[config.mk]
export PLATFORM = sky130hd
export DESIGN_NAME = bitslip_aligner
export DESIGN_NICKNAME = d
export VERILOG_FILES = /design/src/rtl/bsa_pkg.sv /design/src/rtl/bsa_delay_line.sv /design/src/rtl/bsa_window_mux.sv /design/src/rtl/bitslip_aligner.sv
export SDC_FILE = /design/constraint.sdc
export NUM_CORES = 1
export LEC_CHECK = 0
export BUFFER_PORTS_ARGS = -buffer_cell sky130_fd_sc_hd__buf_2
export CAP_MARGIN = 20
export CELL_PAD_IN_SITES_DETAIL_PLACEMENT = 1
export CELL_PAD_IN_SITES_GLOBAL_PLACEMENT = 2
export CORE_MARGIN = 4
export CORE_UTILIZATION = 42
export CTS_BUF_LIST = sky130_fd_sc_hd__clkbuf_16
export DETAILED_ROUTE_END_ITERATION = 6
export GPL_TIMING_DRIVEN = 0
export PLACE_DENSITY_LB_ADDON = 0.1
export SKIP_LAST_GASP = 1
export SLEW_MARGIN = 20
export SYNTH_ARGS = -nofsm -noshare
export SYNTH_HDL_FRONTEND = slang
export SYNTH_SLANG_ARGS = --single-unit
[constraint.sdc]
create_clock -name clk -period 4.7 [get_ports clk]
set_input_delay 0.235 -clock clk [delete_from_list [all_inputs] [get_ports clk]]
set_output_delay 0.235 -clock clk [all_outputs]
set_load 0.02 [all_outputs]
[src/rtl/bsa_pkg.sv]
`timescale 1ns/1ps
// Package bsa_pkg
// Shared constants and helpers for the bit-slip aligner.
// Assumes: the data width is a power of two and at least 2.
package bsa_pkg;

    // Number of history words held ahead of the output register.
    localparam int HIST_DEPTH = 3;

    // Total input-to-output latency in cycles.
    localparam int LATENCY = HIST_DEPTH + 1;

    // Width of the slip index for a given data width.
    function automatic int slip_width(input int w);
        return (w > 1) ? $clog2(w) : 1;
    endfunction

endpackage

[src/rtl/bsa_delay_line.sv]
`timescale 1ns/1ps
// Module bsa_delay_line
// A chain of DEPTH word registers. Tap g holds the input from g+1 cycles ago.
// Assumes: synchronous active-low reset that clears every stage to zero.
module bsa_delay_line #(
    parameter int W     = 16,
    parameter int DEPTH = 3
) (
    input  logic                  clk,
    input  logic                  rst_n,
    input  logic [W-1:0]          din,
    output logic [DEPTH-1:0][W-1:0] taps
);

    for (genvar g = 0; g < DEPTH; g++) begin : g_stage
        logic [W-1:0] src;
        logic [W-1:0] q;

        if (g == 0) begin : g_head
            assign src = din;
        end else begin : g_link
            assign src = g_stage[g-1].q;
        end

        // Shift one word along the chain per cycle; clear on reset.
        always_ff @(posedge clk) begin
            if (!rst_n) q <= '0;
            else        q <= src;
        end

        assign taps[g] = q;
    end

endmodule

[src/rtl/bsa_window_mux.sv]
`timescale 1ns/1ps
// Module bsa_window_mux
// Picks one of W fixed windows from the joined pair {newer, older}.
// Candidate k is bits [k+W-1:k] of the pair, so each candidate is plain wiring
// and the only logic is one W-way selector per output bit.
// Assumes: W is a power of two, so every value of sel names a candidate.
module bsa_window_mux #(
    parameter int W  = 16,
    parameter int SW = 4
) (
    input  logic [W-1:0]  newer,
    input  logic [W-1:0]  older,
    input  logic [SW-1:0] sel,
    output logic [W-1:0]  window
);

    logic [2*W-1:0] joined;
    logic [W-1:0]   cand [W];

    assign joined = {newer, older};

    for (genvar k = 0; k < W; k++) begin : g_cand
        assign cand[k] = joined[k +: W];
    end

    // Select the candidate named by the slip index.
    always_comb begin
        window = cand[sel];
    end

endmodule

[src/rtl/bitslip_aligner.sv]
`timescale 1ns/1ps
// Module bitslip_aligner (top)
// Realigns a parallel word stream by a programmable bit offset. The output in
// cycle n is the W-bit window at offset slip of {din[n-3], din[n-4]}.
// Assumes: W is a power of two, at least 2; synchronous active-low reset.
module bitslip_aligner #(
    parameter  int W  = 16,
    localparam int SW = bsa_pkg::slip_width(W)
) (
    input  logic          clk,
    input  logic          rst_n,
    input  logic [SW-1:0] slip,
    input  logic [W-1:0]  din,
    output logic [W-1:0]  dout
);

    localparam int DEPTH = bsa_pkg::HIST_DEPTH;

    logic [DEPTH-1:0][W-1:0] hist;
    logic [SW-1:0]           slip_q;
    logic [W-1:0]            window;

    bsa_delay_line #(
        .W     (W),
        .DEPTH (DEPTH)
    ) u_hist (
        .clk   (clk),
        .rst_n (rst_n),
        .din   (din),
        .taps  (hist)
    );

    // Capture the slip amount once so each word uses a single offset.
    always_ff @(posedge clk) begin
        if (!rst_n) slip_q <= '0;
        else        slip_q <= slip;
    end

    bsa_window_mux #(
        .W      (W),
        .SW     (SW)
    ) u_mux (
        .newer  (hist[DEPTH-2]),
        .older  (hist[DEPTH-1]),
        .sel    (slip_q),
        .window (window)
    );

    // Register the selected window as the output word.
    always_ff @(posedge clk) begin
        if (!rst_n) dout <= '0;
        else        dout <= window;
    end

endmodule

Word level (Yosys, flattened, before mapping)

Cells that the tools add are included.
W data, S select, Z words.

Add/subtract/negate cells: 0
Multiply operators: 0
Divide/modulo/power cells: 0
Magnitude comparators: 1
Eq/ne operators: 0
Shifts and indexed selects: 0
Mux-type cells: 3
Bitwise operators: 1
Reduce and logical (&&, ||, !) cells: 0

Operators by type and width:

| operator             | number |
|---|---|
| $bmux W16 S4         | 1 |
| $mux W16             | 2 |
| $ge A5 B5 Y1 const B | 1 |
| $not A4 Y5           | 1 |

Register bits: 68
Latch bits: 0
Bits in writable memories: 0
Bits in read-only memories: 0
Input bits: 22
Output and inout port bits: 16
Logic and storage cells: 10
Memories: 0

Longest topological paths before layout

Gate-level depths: netlist (run 1).

Depth after elaboration: 4
Gate-level depth with buffers: 6
Mapped depth without buffers: 3

Modules after synthesis

A second synthesis (run 1) with hierarchy kept.

Cells, all modules: 204
Area total of the unflattened synthesis: 2730.1 µm²

Modules (own cells, without submodules):

| module          | instances | cells each | area an instance (µm²) |
|---|---|---|---|
| bsa_delay_line  | 1         | 101        | 1331.3 |
| bsa_window_mux  | 1         | 61         | 837.1 |
| bitslip_aligner | 1         | 42         | 561.8 |

Worst setup path before layout (run 1)

Ideal clock, no wire load.

Path type: reg2reg
Start: reg slip_q[0]
End: reg dout[6]
Data arrival time: 1336 ps
Data required time: 4574 ps
Setup slack: 3238 ps
Stages on the path, launching flop included: 6
Buffers on the path: 2
Path through: dfxtp_1 > buf_6 > buf_6 > mux4_1 > a22oi_1 > o21ai_0

Word-level cells in the longest chain between the ends: 4

Ends and longest elaborated chain:

| item                                         | RTL line              | source |
|---|---|---|
| start, declared                              | bitslip_aligner.sv:20 | `logic [SW-1:0] slip_q;` |
| start signal, assigned                       | bitslip_aligner.sv:36 | `else slip_q <= slip;` |
| $not A4 Y5 (implied by the code)             | bsa_window_mux.sv:28  | `window = cand[sel];` |
| $bmux W16 S4                                 | bsa_window_mux.sv:28  |  |
| $mux W16 (implied by the code) (2 in series) | bsa_window_mux.sv:28  |  |
| end signal, assigned                         | bitslip_aligner.sv:52 | `else dout <= window;` |
| end, declared                                | bitslip_aligner.sv:14 | `output logic [W-1:0] dout` |

Every way passes these cells. The select of a mux whose other input is x is not followed.
A chain may end at the register's enable or synchronous reset.

Final worst setup path (run 1)

Start: reg slip_q[1]
End: reg dout[14]

The elaborated chain is that of the path after synthesis.

==> summary.txt, run 1 <==
STA
  – Rel. slew slack: 65.7%
  – Final period util: 36.7%
  – RSZ-0062 raised after global routing: false
  – Setup violators final: 0
  – Min cycle time layout: 1720 ps
  – Total Neg Setup Slack: 0 ps
  – Hold Vio Cnt, Final: 0
  – Max Slew Vio Count: 0
  – FMAX: 580 MHz
  – Setup ws final: 2980 ps
  – Final clock skew: 4.17 ps
  – Slew @ Worst Pin: 512 ps

Floorplanning
  – Die Area: 8370 sq um
  – Io pins: 38
  – Initial core utilization: 43.1%
  – Rows: 30
  – Chip width: 91.5 microns
  – Die Height: 91.5 microns
  – Core area: 6790 sq um

Logic synthesis
  – Synth cell types: 20
  – Yosys reg bits: 68
  – Syn Nets: 239
  – Syn Std Cell Area: 2930 sq um
  – Cells after Synth: 217
  – Post-Syn Area per Cell: 13.5 sq um
  – Ys Warns: 0
  – Register area share after synthesis: 46.5%

Clock tree
  – H-tree depth: 3
  – Post-CTS Hold Buffers: 0
  – Post-CTS Resized: 0
  – Clk buf depth: 2
  – Clk Latency, worst-skew pair: 330 ps
  – Root buf cell: clkbuf_16
  – Clk pin slew, worst setup/hold paths: 60 ps
  – CTS Sinks: 68
  – CTS Buf Count: 9
  – Setup Buffers After CTS: 0
  – CTS tree: built

Power
  – Leakage: 0.00143 uW
  – Combinational power share: 7.5%
  – Clock share of power: 51.1%
  – Net Switching: 311 uW
  – Switching portion of total power: 20.9%
  – Peak supply drop: 0.000239 V
  – PD cells: 416 nW/um^2
  – Pint: 1170 uW
  – Sequential power share: 41.4%

GRT
  – Largest net degree at the start of global routing: 13
  – GRT Total Usage: 16.9%
  – Global-route wire length before repair: 10,600 microns
  – Vias in the first global route: 2,038
  – Initial antenna violation count: 0
  – Global route overflow: 0

Worst setup path
  – Worst path arrival time: 1920 ps
  – Crit Path Category: flip-flop to flip-flop
  – CP Capture Point: dout[14]$_SDFF_PN0_
  – Setup slack on the worst flop-to-flop path: 2980 ps
  – Crit path largest cell delay: 340 ps
  – Reg2Reg Depth: 6
  – CP max stage cell: mux4_2
  – Setup crit start: slip_q[1]$_SDFF_PN0_
  – Critical Path RT: 4900 ps
  – Reg-to-reg critical path endpoint: dout[14]$_SDFF_PN0_
  – Critical-path maximum fanout: 10
  – Worst reg2reg startpoint: slip_q[1]$_SDFF_PN0_
  – Crit path capture type: flip-flop
  – Worst setup SP type: flip-flop
  – Worst path cell trace: buf_6, buf_8, buf_2, mux4_2, a22oi_1, o21ai_0

Cells and area
  – Inserted Diodes: 0
  – Area overhead of the layout relative to synthesis: 22.1%
  – Nets: 287
  – Share of layout cells above drive strength 1: 34.8%
  – Finished Core Util: 52.6%

Outcome
  – Status: completed

Route
  – # DRC: 0
  – Post-route ant nets: 0
  – Routed vias/inst: 5.30
  – DR iter-0 viols: 64
  – WL/cell: 17.7 microns
  – TritonRoute pass-1 iters: 4
  – Final WL: 6480 microns
  – Vias: 1,941

Placement
  – DP Worst Slack: 2990 ps
  – IO buf count: 37
  – HPWL Detailed: 4760 microns
  – GPL Wtd Cong: 0.800

Job
  – Number of max-cap violations: 0

Worst hold path
  – Worst Hold Class: input port to flip-flop
## cell families after synthesis
kind of cell / after synthesis / share of synthesized area [%]
AO/OA/AOI/OAI: 32 / 6.84
buffers and inverters: 18 / 5.21
flip-flops: 68 / 46.5
multiplexers: 41 / 28.8
AND/OR/NAND/NOR: 58 / 12.7
## synth_stat cells
cell type  count  share of area, %
buf_6          3               1.2
buf_12         1              0.68
and3_1         1              0.21
buf_4          3              0.77
buf_8          1              0.51
mux4_2        28                22
and3b_1        2              0.60
o21ai_1        9               1.5
a22oi_1       16               4.1
buf_2          3              0.51
dfxtp_1       68                46
mux4_1         5               4.5
mux2i_1        8               2.7
nand2b_1       1              0.21
nand2_1        1              0.13
and2_1        52                11
clkbuf_8       2              0.94
nor3b_2        1              0.43
clkbuf_1       5              0.64
o21ai_0        7               1.2
## critical path: cells and delay by family, from the launching register on
| kind | cells | cell delay, ps |
|---|---|---|
| flops | 1 | 320 |
| compound gates | 2 | 360 |
| buf+inv | 3 | 570 |
| mux | 1 | 340 |
## layout by cell type (no fill, tap or decap)
cell type / n
a22oi_1: 16
and2_1: 52
and3_1: 1
and3b_1: 2
buf_12: 1
buf_2: 40
buf_4: 3
buf_6: 3
buf_8: 1
bufinv_16: 3
clkbuf_1: 5
clkbuf_16: 9
clkbuf_8: 2
clkinv_1: 1
clkinv_2: 1
clkinv_4: 1
clkinvlp_4: 1
dfxtp_1: 68
mux2i_1: 8
mux4_1: 5
mux4_2: 28
nand2_1: 1
nand2b_1: 1
nor3b_2: 1
o21ai_0: 7
o21ai_1: 9
## stage by stage
stage,power [uW],std cells,hold slack [ps],cell area (sq um)
after global placement,738,350,417,3230
after floorplan,705,217,362,2930
after detailed placement,740,350,420,3230
final,1490,366,111,3570
after global routing,1540,366,105,3570
after CTS,1500,366,103,3570
## worst min path at each step
stage                                    endpoint                              start  depth (start not counted)
2_1_floorplan                slip_q[0]$_SDFF_PN0_                            slip[0]                          1
3_3_place_gp    u_hist.g_stage[1].q[1]$_SDFF_PN0_  u_hist.g_stage[0].q[1]$_SDFF_PN0_                          1
3_5_place_dp    u_hist.g_stage[1].q[6]$_SDFF_PN0_  u_hist.g_stage[0].q[6]$_SDFF_PN0_                          1
4_1_cts        u_hist.g_stage[0].q[13]$_SDFF_PN0_                            din[13]                          2
5_1_grt        u_hist.g_stage[0].q[13]$_SDFF_PN0_                            din[13]                          2
6_report       u_hist.g_stage[0].q[13]$_SDFF_PN0_                            din[13]                          2
## power by group through the flow
stage	registers, uW	logic [uW]	clock network, uW
floorplan	628	77.2	0
global placement	627	111	0
detailed placement	628	112	0
CTS	616	113	773
global route	619	121	803
finish	616	111	759
## final cells by class
cell class,instances,area (sq um)
buffer,18,153
clock buffer,9,225
clock inverter,7,115
fill,690,3220
multi-input combinational,131,1410
sequential,68,1360
tap,96,120
timing repair buffer,37,185
## state kept, by name (all words and copies together) (netlist names)
| name | count |
|---|---|
| u_hist.g_stage.q | 48 |
| dout | 16 |
| slip_q | 4 |
## per-layer routing
metal	wire length, microns	GRT usage [%]	part of all wire, %
met1	2700	19.8	42
met2	3260	28.4	50
met3	374	4.97	5.8
met4	146	7.79	2.3
met5	0	0	0
No activity file was read; power rests on OpenSTA's default activity.
==> run 2: changes to the inputs <==
CORE_UTILIZATION = 39   (was 42)
clock period = 1.7 ns   (was 4.7 ns; I/O delays follow)
==> run 2 against run 1 <==
Clock power is 120% higher. Via count stayed put. Cell area is 5.4% higher. Clock skew is 0.88 ps higher. First-iteration DRC count is 23% higher. Hold slack better by 190 ps. Sequential power grew to 2.8 times the previous value. Count of clock-buffer cells in the layout stayed put. Flip-flop and latch count stayed put. Global-route usage is 0.41 points lower. Maximum frequency is 4.4% higher.
==> summary.txt, run 2 (synthesis results as in run 1) <==
Placement
  – IO buf count: 37
  – GPL Wtd Cong: 0.826
  – DP Worst Slack: -39.2 ps
  – HPWL Detailed: 4810 microns

Cells and area
  – Multi-input logic area: 1460 sq um
  – Finished Core Util: 51.7%
  – Regs by FF count: u_hist.g_stage.q: 48 flops, dout: 16 flops, slip_q: 4 flops
  – Max reg flops: 48
  – Area overhead of the layout relative to synthesis: 28.7%
  – Share of layout cells above drive strength 1: 34.3%
  – Reg area: 1360 sq um
  – Filler cell count in the final layout: 763
  – Commonest non-fill, non-tap cell in the layout: dfxtp_1
  – Inserted Diodes: 0
  – Reg with most FFs: u_hist.g_stage.q
  – Most frequent cells in the layout: dfxtp_1 (68), and2_1 (52), buf_2 (39), mux4_2 (28), dlygate4sd3_1 (20)
  – Nets: 307

STA
  – Final clock skew: 5.05 ps
  – Rel. slew slack: 59.8%
  – RSZ-0062 raised after global routing: true
  – FMAX: 606 MHz
  – Final period util: 97.1%
  – Setup violators final: 0
  – Min cycle time layout: 1650 ps
  – Setup ws final: 49.6 ps
  – Hold_ws: 301 ps
  – Slew @ Worst Pin: 600 ps
  – Max Slew Vio Count: 0
  – Hold Vio Cnt, Final: 0
  – Total Neg Setup Slack: 0 ps

Route
  – Vias: 1,941
  – Post-route ant nets: 0
  – # DRC: 0
  – WL/cell: 16.7 microns
  – DR iter-0 viols: 79
  – Final WL: 6500 microns
  – Routed vias/inst: 5.00
  – TritonRoute pass-1 iters: 4

Worst setup path
  – WP buf/inv: 2
  – Crit Path Category: flip-flop to flip-flop
  – Crit path largest cell delay: 570 ps
  – Worst setup SP type: flip-flop
  – Critical Path RT: 1890 ps
  – Critical path's top delay family: multiplexers
  – CP max stage cell: mux4_2
  – Worst path cell trace: buf_6, buf_12, mux4_2, a22oi_2, o21ai_0
  – Worst path arrival time: 1840 ps
  – Critical-path maximum fanout: 10
  – Crit path capture type: flip-flop

GRT
  – Grt met3 use: 4.54%
  – Global-route wire length before repair: 11,000 microns
  – Initial antenna violation count: 0
  – GRT Total Usage: 16.5%
  – Largest net degree at the start of global routing: 11
  – M1 GR Usage: 19.8%
  – Vias in the first global route: 2,097
  – Grt met2 use: 28.3%
  – Global route overflow: 0
  – GR peak layer: met2

Power
  – PD cells: 997 nW/um^2
  – Peak supply drop: 0.000735 V
  – Leakage: 0.00150 uW
  – Power Total: 3760 uW

Clock tree
  – Clk pin slew, worst setup/hold paths: 50 ps
  – CTS Sinks: 68
  – Clk buf depth: 2
  – CTS Buf Count: 9
  – CTS tree: built
  – Clk Latency, worst-skew pair: 320 ps
  – H-tree depth: 3
  – Root buf cell: clkbuf_16

Floorplanning
  – Chip width: 94.6 microns
  – Rows: 31
  – Io pins: 38
  – Die Area: 8960 sq um
  – Initial core utilization: 40.2%
  – Die Height: 94.6 microns
  – Core area: 7290 sq um

Worst hold path
  – Worst Hold Class: input port to flip-flop

Job
  – Number of max-cap violations: 0

Outcome
  – Status: completed
run 2: cell type report:
type	count	share of cell area [%]
flip-flops and latches	68	36.1
clock inverters	6	1.33
multi-input cells	131	38.7
plain buffers	18	4.32
clock buffers	9	5.98
well taps	99	3.29
repair buffers	57	10.2
run 2: worst register-to-register path: stages (launching register included):
cell and delay (ps):
dfxtp_1 320, buf_6 140, buf_12 150, mux4_2 570, a22oi_2 230, o21ai_0 120
run 2: through the flow:
step                instance area (sq um)  std cells
global placement                     3240        353
global route                         3770        388
finish                               3770        388
floorplan                            2930        217
CTS                                  3730        388
detailed placement                   3240        353
run 2: power breakdown:
part,switching [uW],internal [uW],leakage [uW]
clock,601,1100,0.000146
combinational,154,199,0.000797
sequential,42.4,1660,0.000558
run 2: worst paths after layout:
check / startpoint / end / slack (ps) / depth (start not counted)
max: slip_q[0]$_SDFF_PN0_ / dout[6]$_SDFF_PN0_ / 50 / 5
min reg2reg: u_hist.g_stage[0].q[5]$_SDFF_PN0_ / u_hist.g_stage[1].q[5]$_SDFF_PN0_ / 430 / 1
min: rst_n / u_hist.g_stage[2].q[0]$_SDFF_PN0_ / 300 / 3
max reg2reg: slip_q[0]$_SDFF_PN0_ / dout[6]$_SDFF_PN0_ / 50 / 5
run 2: timing repair:
item,4_1_cts,5_1_grt
resized for setup,4,9
pin swaps,0,2
endpoints found under the hold margin,20,0
hold buffers,20,0
buffers inserted,0,0
endpoints found under the setup margin,3,10
run 2: layer usage:
| layer | up-vias | wire length, microns |
|---|---|---|
| met3 | 10 | 375 |
| met4 | 0 | 121 |
| li1 | 946 | - |
| met5 | - | 0 |
| met1 | 930 | 2680 |
| met2 | 55 | 3330 |
==> run 3: changes to the inputs <==
RECOVER_POWER = 25   (was not set)
==> run 3 against run 2 <==
Wire length barely moved. Count of clock-buffer cells in the layout unchanged. Global-route usage unchanged. Die area unchanged. Utilization is essentially flat. Non-clock buffer count stayed put. Maximum frequency is essentially flat. Sequential power is essentially flat. Sequential share of layout area is essentially flat. Clock skew about the same. Cell area about the same. Critical path type unchanged. Critical endpoint unchanged. Largest cell class unchanged.
==> summary.txt, run 3 (synthesis results as in run 1) <==
Clock tree
  – Clk buf depth: 2
  – Setup Buffers After CTS: 0
  – CTS tree: built
  – Clk pin slew, worst setup/hold paths: 50 ps
  – Root buf cell: clkbuf_16
  – CTS Sinks: 68
  – CTS Buf Count: 9
  – H-tree depth: 3
  – Clk Latency, worst-skew pair: 320 ps

GRT
  – Global route overflow: 0
  – Global-route wire length before repair: 11,000 microns
  – GRT Total Usage: 16.5%
  – Vias in the first global route: 2,097
  – Largest net degree at the start of global routing: 11
  – Initial antenna violation count: 0

Power
  – Peak supply drop: 0.000736 V
  – PD cells: 998 nW/um^2
  – Leakage: 0.00149 uW

Floorplanning
  – Die Area: 8960 sq um
  – Chip width: 94.6 microns
  – Initial core utilization: 40.2%
  – Core area: 7290 sq um
  – Die Height: 94.6 microns
  – Rows: 31
  – Io pins: 38

Route
  – DR iter-0 viols: 79
  – # DRC: 0
  – Routed vias/inst: 4.99
  – Post-route ant nets: 0
  – Vias: 1,938
  – TritonRoute pass-1 iters: 4
  – Final WL: 6500 microns
  – WL/cell: 16.7 microns

STA
  – Final clock skew: 5.05 ps
  – Rel. slew slack: 59.9%
  – Hold Vio Cnt, Final: 0
  – RSZ-0062 raised after global routing: true
  – Setup violators final: 0
  – FMAX: 606 MHz
  – Slew @ Worst Pin: 599 ps
  – Final period util: 97.1%
  – Max Slew Vio Count: 0
  – Setup ws final: 49.3 ps
  – Min cycle time layout: 1650 ps

Worst setup path
  – Worst path arrival time: 1840 ps
  – Crit path largest cell delay: 570 ps
  – Critical Path RT: 1890 ps
  – Critical path's top delay family: multiplexers
  – Worst setup SP type: flip-flop
  – Crit path capture type: flip-flop
  – Crit Path Category: flip-flop to flip-flop
  – WP buf/inv: 2
  – CP max stage cell: mux4_2
  – Worst path cell trace: buf_6, buf_12, mux4_2, a22oi_2, o21ai_0
  – Critical-path maximum fanout: 10

Cells and area
  – Nets: 307
  – Area overhead of the layout relative to synthesis: 28.6%
  – Share of layout cells above drive strength 1: 33.6%
  – Most frequent cells in the layout: dfxtp_1 (68), and2_1 (49), buf_2 (37), mux4_2 (28), dlygate4sd3_1 (20)
  – Commonest non-fill, non-tap cell in the layout: dfxtp_1
  – Fin cells: 388
  – Reg with most FFs: u_hist.g_stage.q
  – Regs by FF count: u_hist.g_stage.q: 48 flops, dout: 16 flops, slip_q: 4 flops
  – Inserted Diodes: 0
  – Max reg flops: 48

Placement
  – IO buf count: 37
  – GPL Wtd Cong: 0.826
  – Placed cells: 353
  – DP Worst Slack: -39.2 ps
  – HPWL Detailed: 4810 microns

Worst hold path
  – Worst Hold Class: flip-flop to flip-flop

Job
  – Number of max-cap violations: 0

Outcome
  – Status: completed
run 3: cell types whose count changed in the layout (fill, tap and decap cells not counted), sizes merged:
cell / delta
buf: -2
clkbuf: +2
run 3: cell type report:
type                            count  area (sq um)
Tap cell                           99           124
Clock buffer                        9           225
Sequential cell                    68          1360
Buffer                             18           161
Timing Repair Buffer               57           384
Multi-Input combinational cell    131          1460
Clock inverter                      6          50.0
Fill cell                         762          3530
run 3: metrics by stage:
step	hold slack [ps]	instance area [sq um]	power [uW]	util (%)	setup TNS, ps
2_1_floorplan	212	2930	1950	-	0
3_3_place_gp	292	3240	2040	44.4	-40.3
3_5_place_dp	295	3240	2050	44.4	-44.5
4_1_cts	296	3730	3800	51.1	-33.2
5_1_grt	442	3760	3920	51.6	-4.37
6_report	429	3760	3760	51.6	0
run 3: repair_timing:
item                                    in CTS  in global routing
gates resized for setup                      4                  9
hold endpoints to repair                    20                  0
pin swaps                                    0                  2
hold buffers                                20                  0
gates cloned                                 0                  0
endpoints found under the setup margin       3                 10
run 3: per-layer routing:
metal | GRT usage [%] | vias up | part of all wire (%)
met5 | 0 | - | 0
met4 | 5.89 | 0 | 1.9
met2 | 28.3 | 53 | 51
met3 | 4.54 | 10 | 5.7
li1 | - | 946 | -
met1 | 19.8 | 929 | 41
run 3: report_power, final:
group          internal [uW]  total, uW  leakage, uW  switching [uW]
registers               1660       1700     0.000558            42.4
logic                    198        352     0.000788             154
clock network           1100       1700     0.000146             601
run 3: worst paths after layout:
path,from,endpoint,slack (ps),depth (start not counted)
max,slip_q[0]$_SDFF_PN0_,dout[6]$_SDFF_PN0_,50,5
max reg2reg,slip_q[0]$_SDFF_PN0_,dout[6]$_SDFF_PN0_,50,5
min,u_hist.g_stage[0].q[9]$_SDFF_PN0_,u_hist.g_stage[1].q[9]$_SDFF_PN0_,430,1
min reg2reg,u_hist.g_stage[0].q[9]$_SDFF_PN0_,u_hist.g_stage[1].q[9]$_SDFF_PN0_,430,1
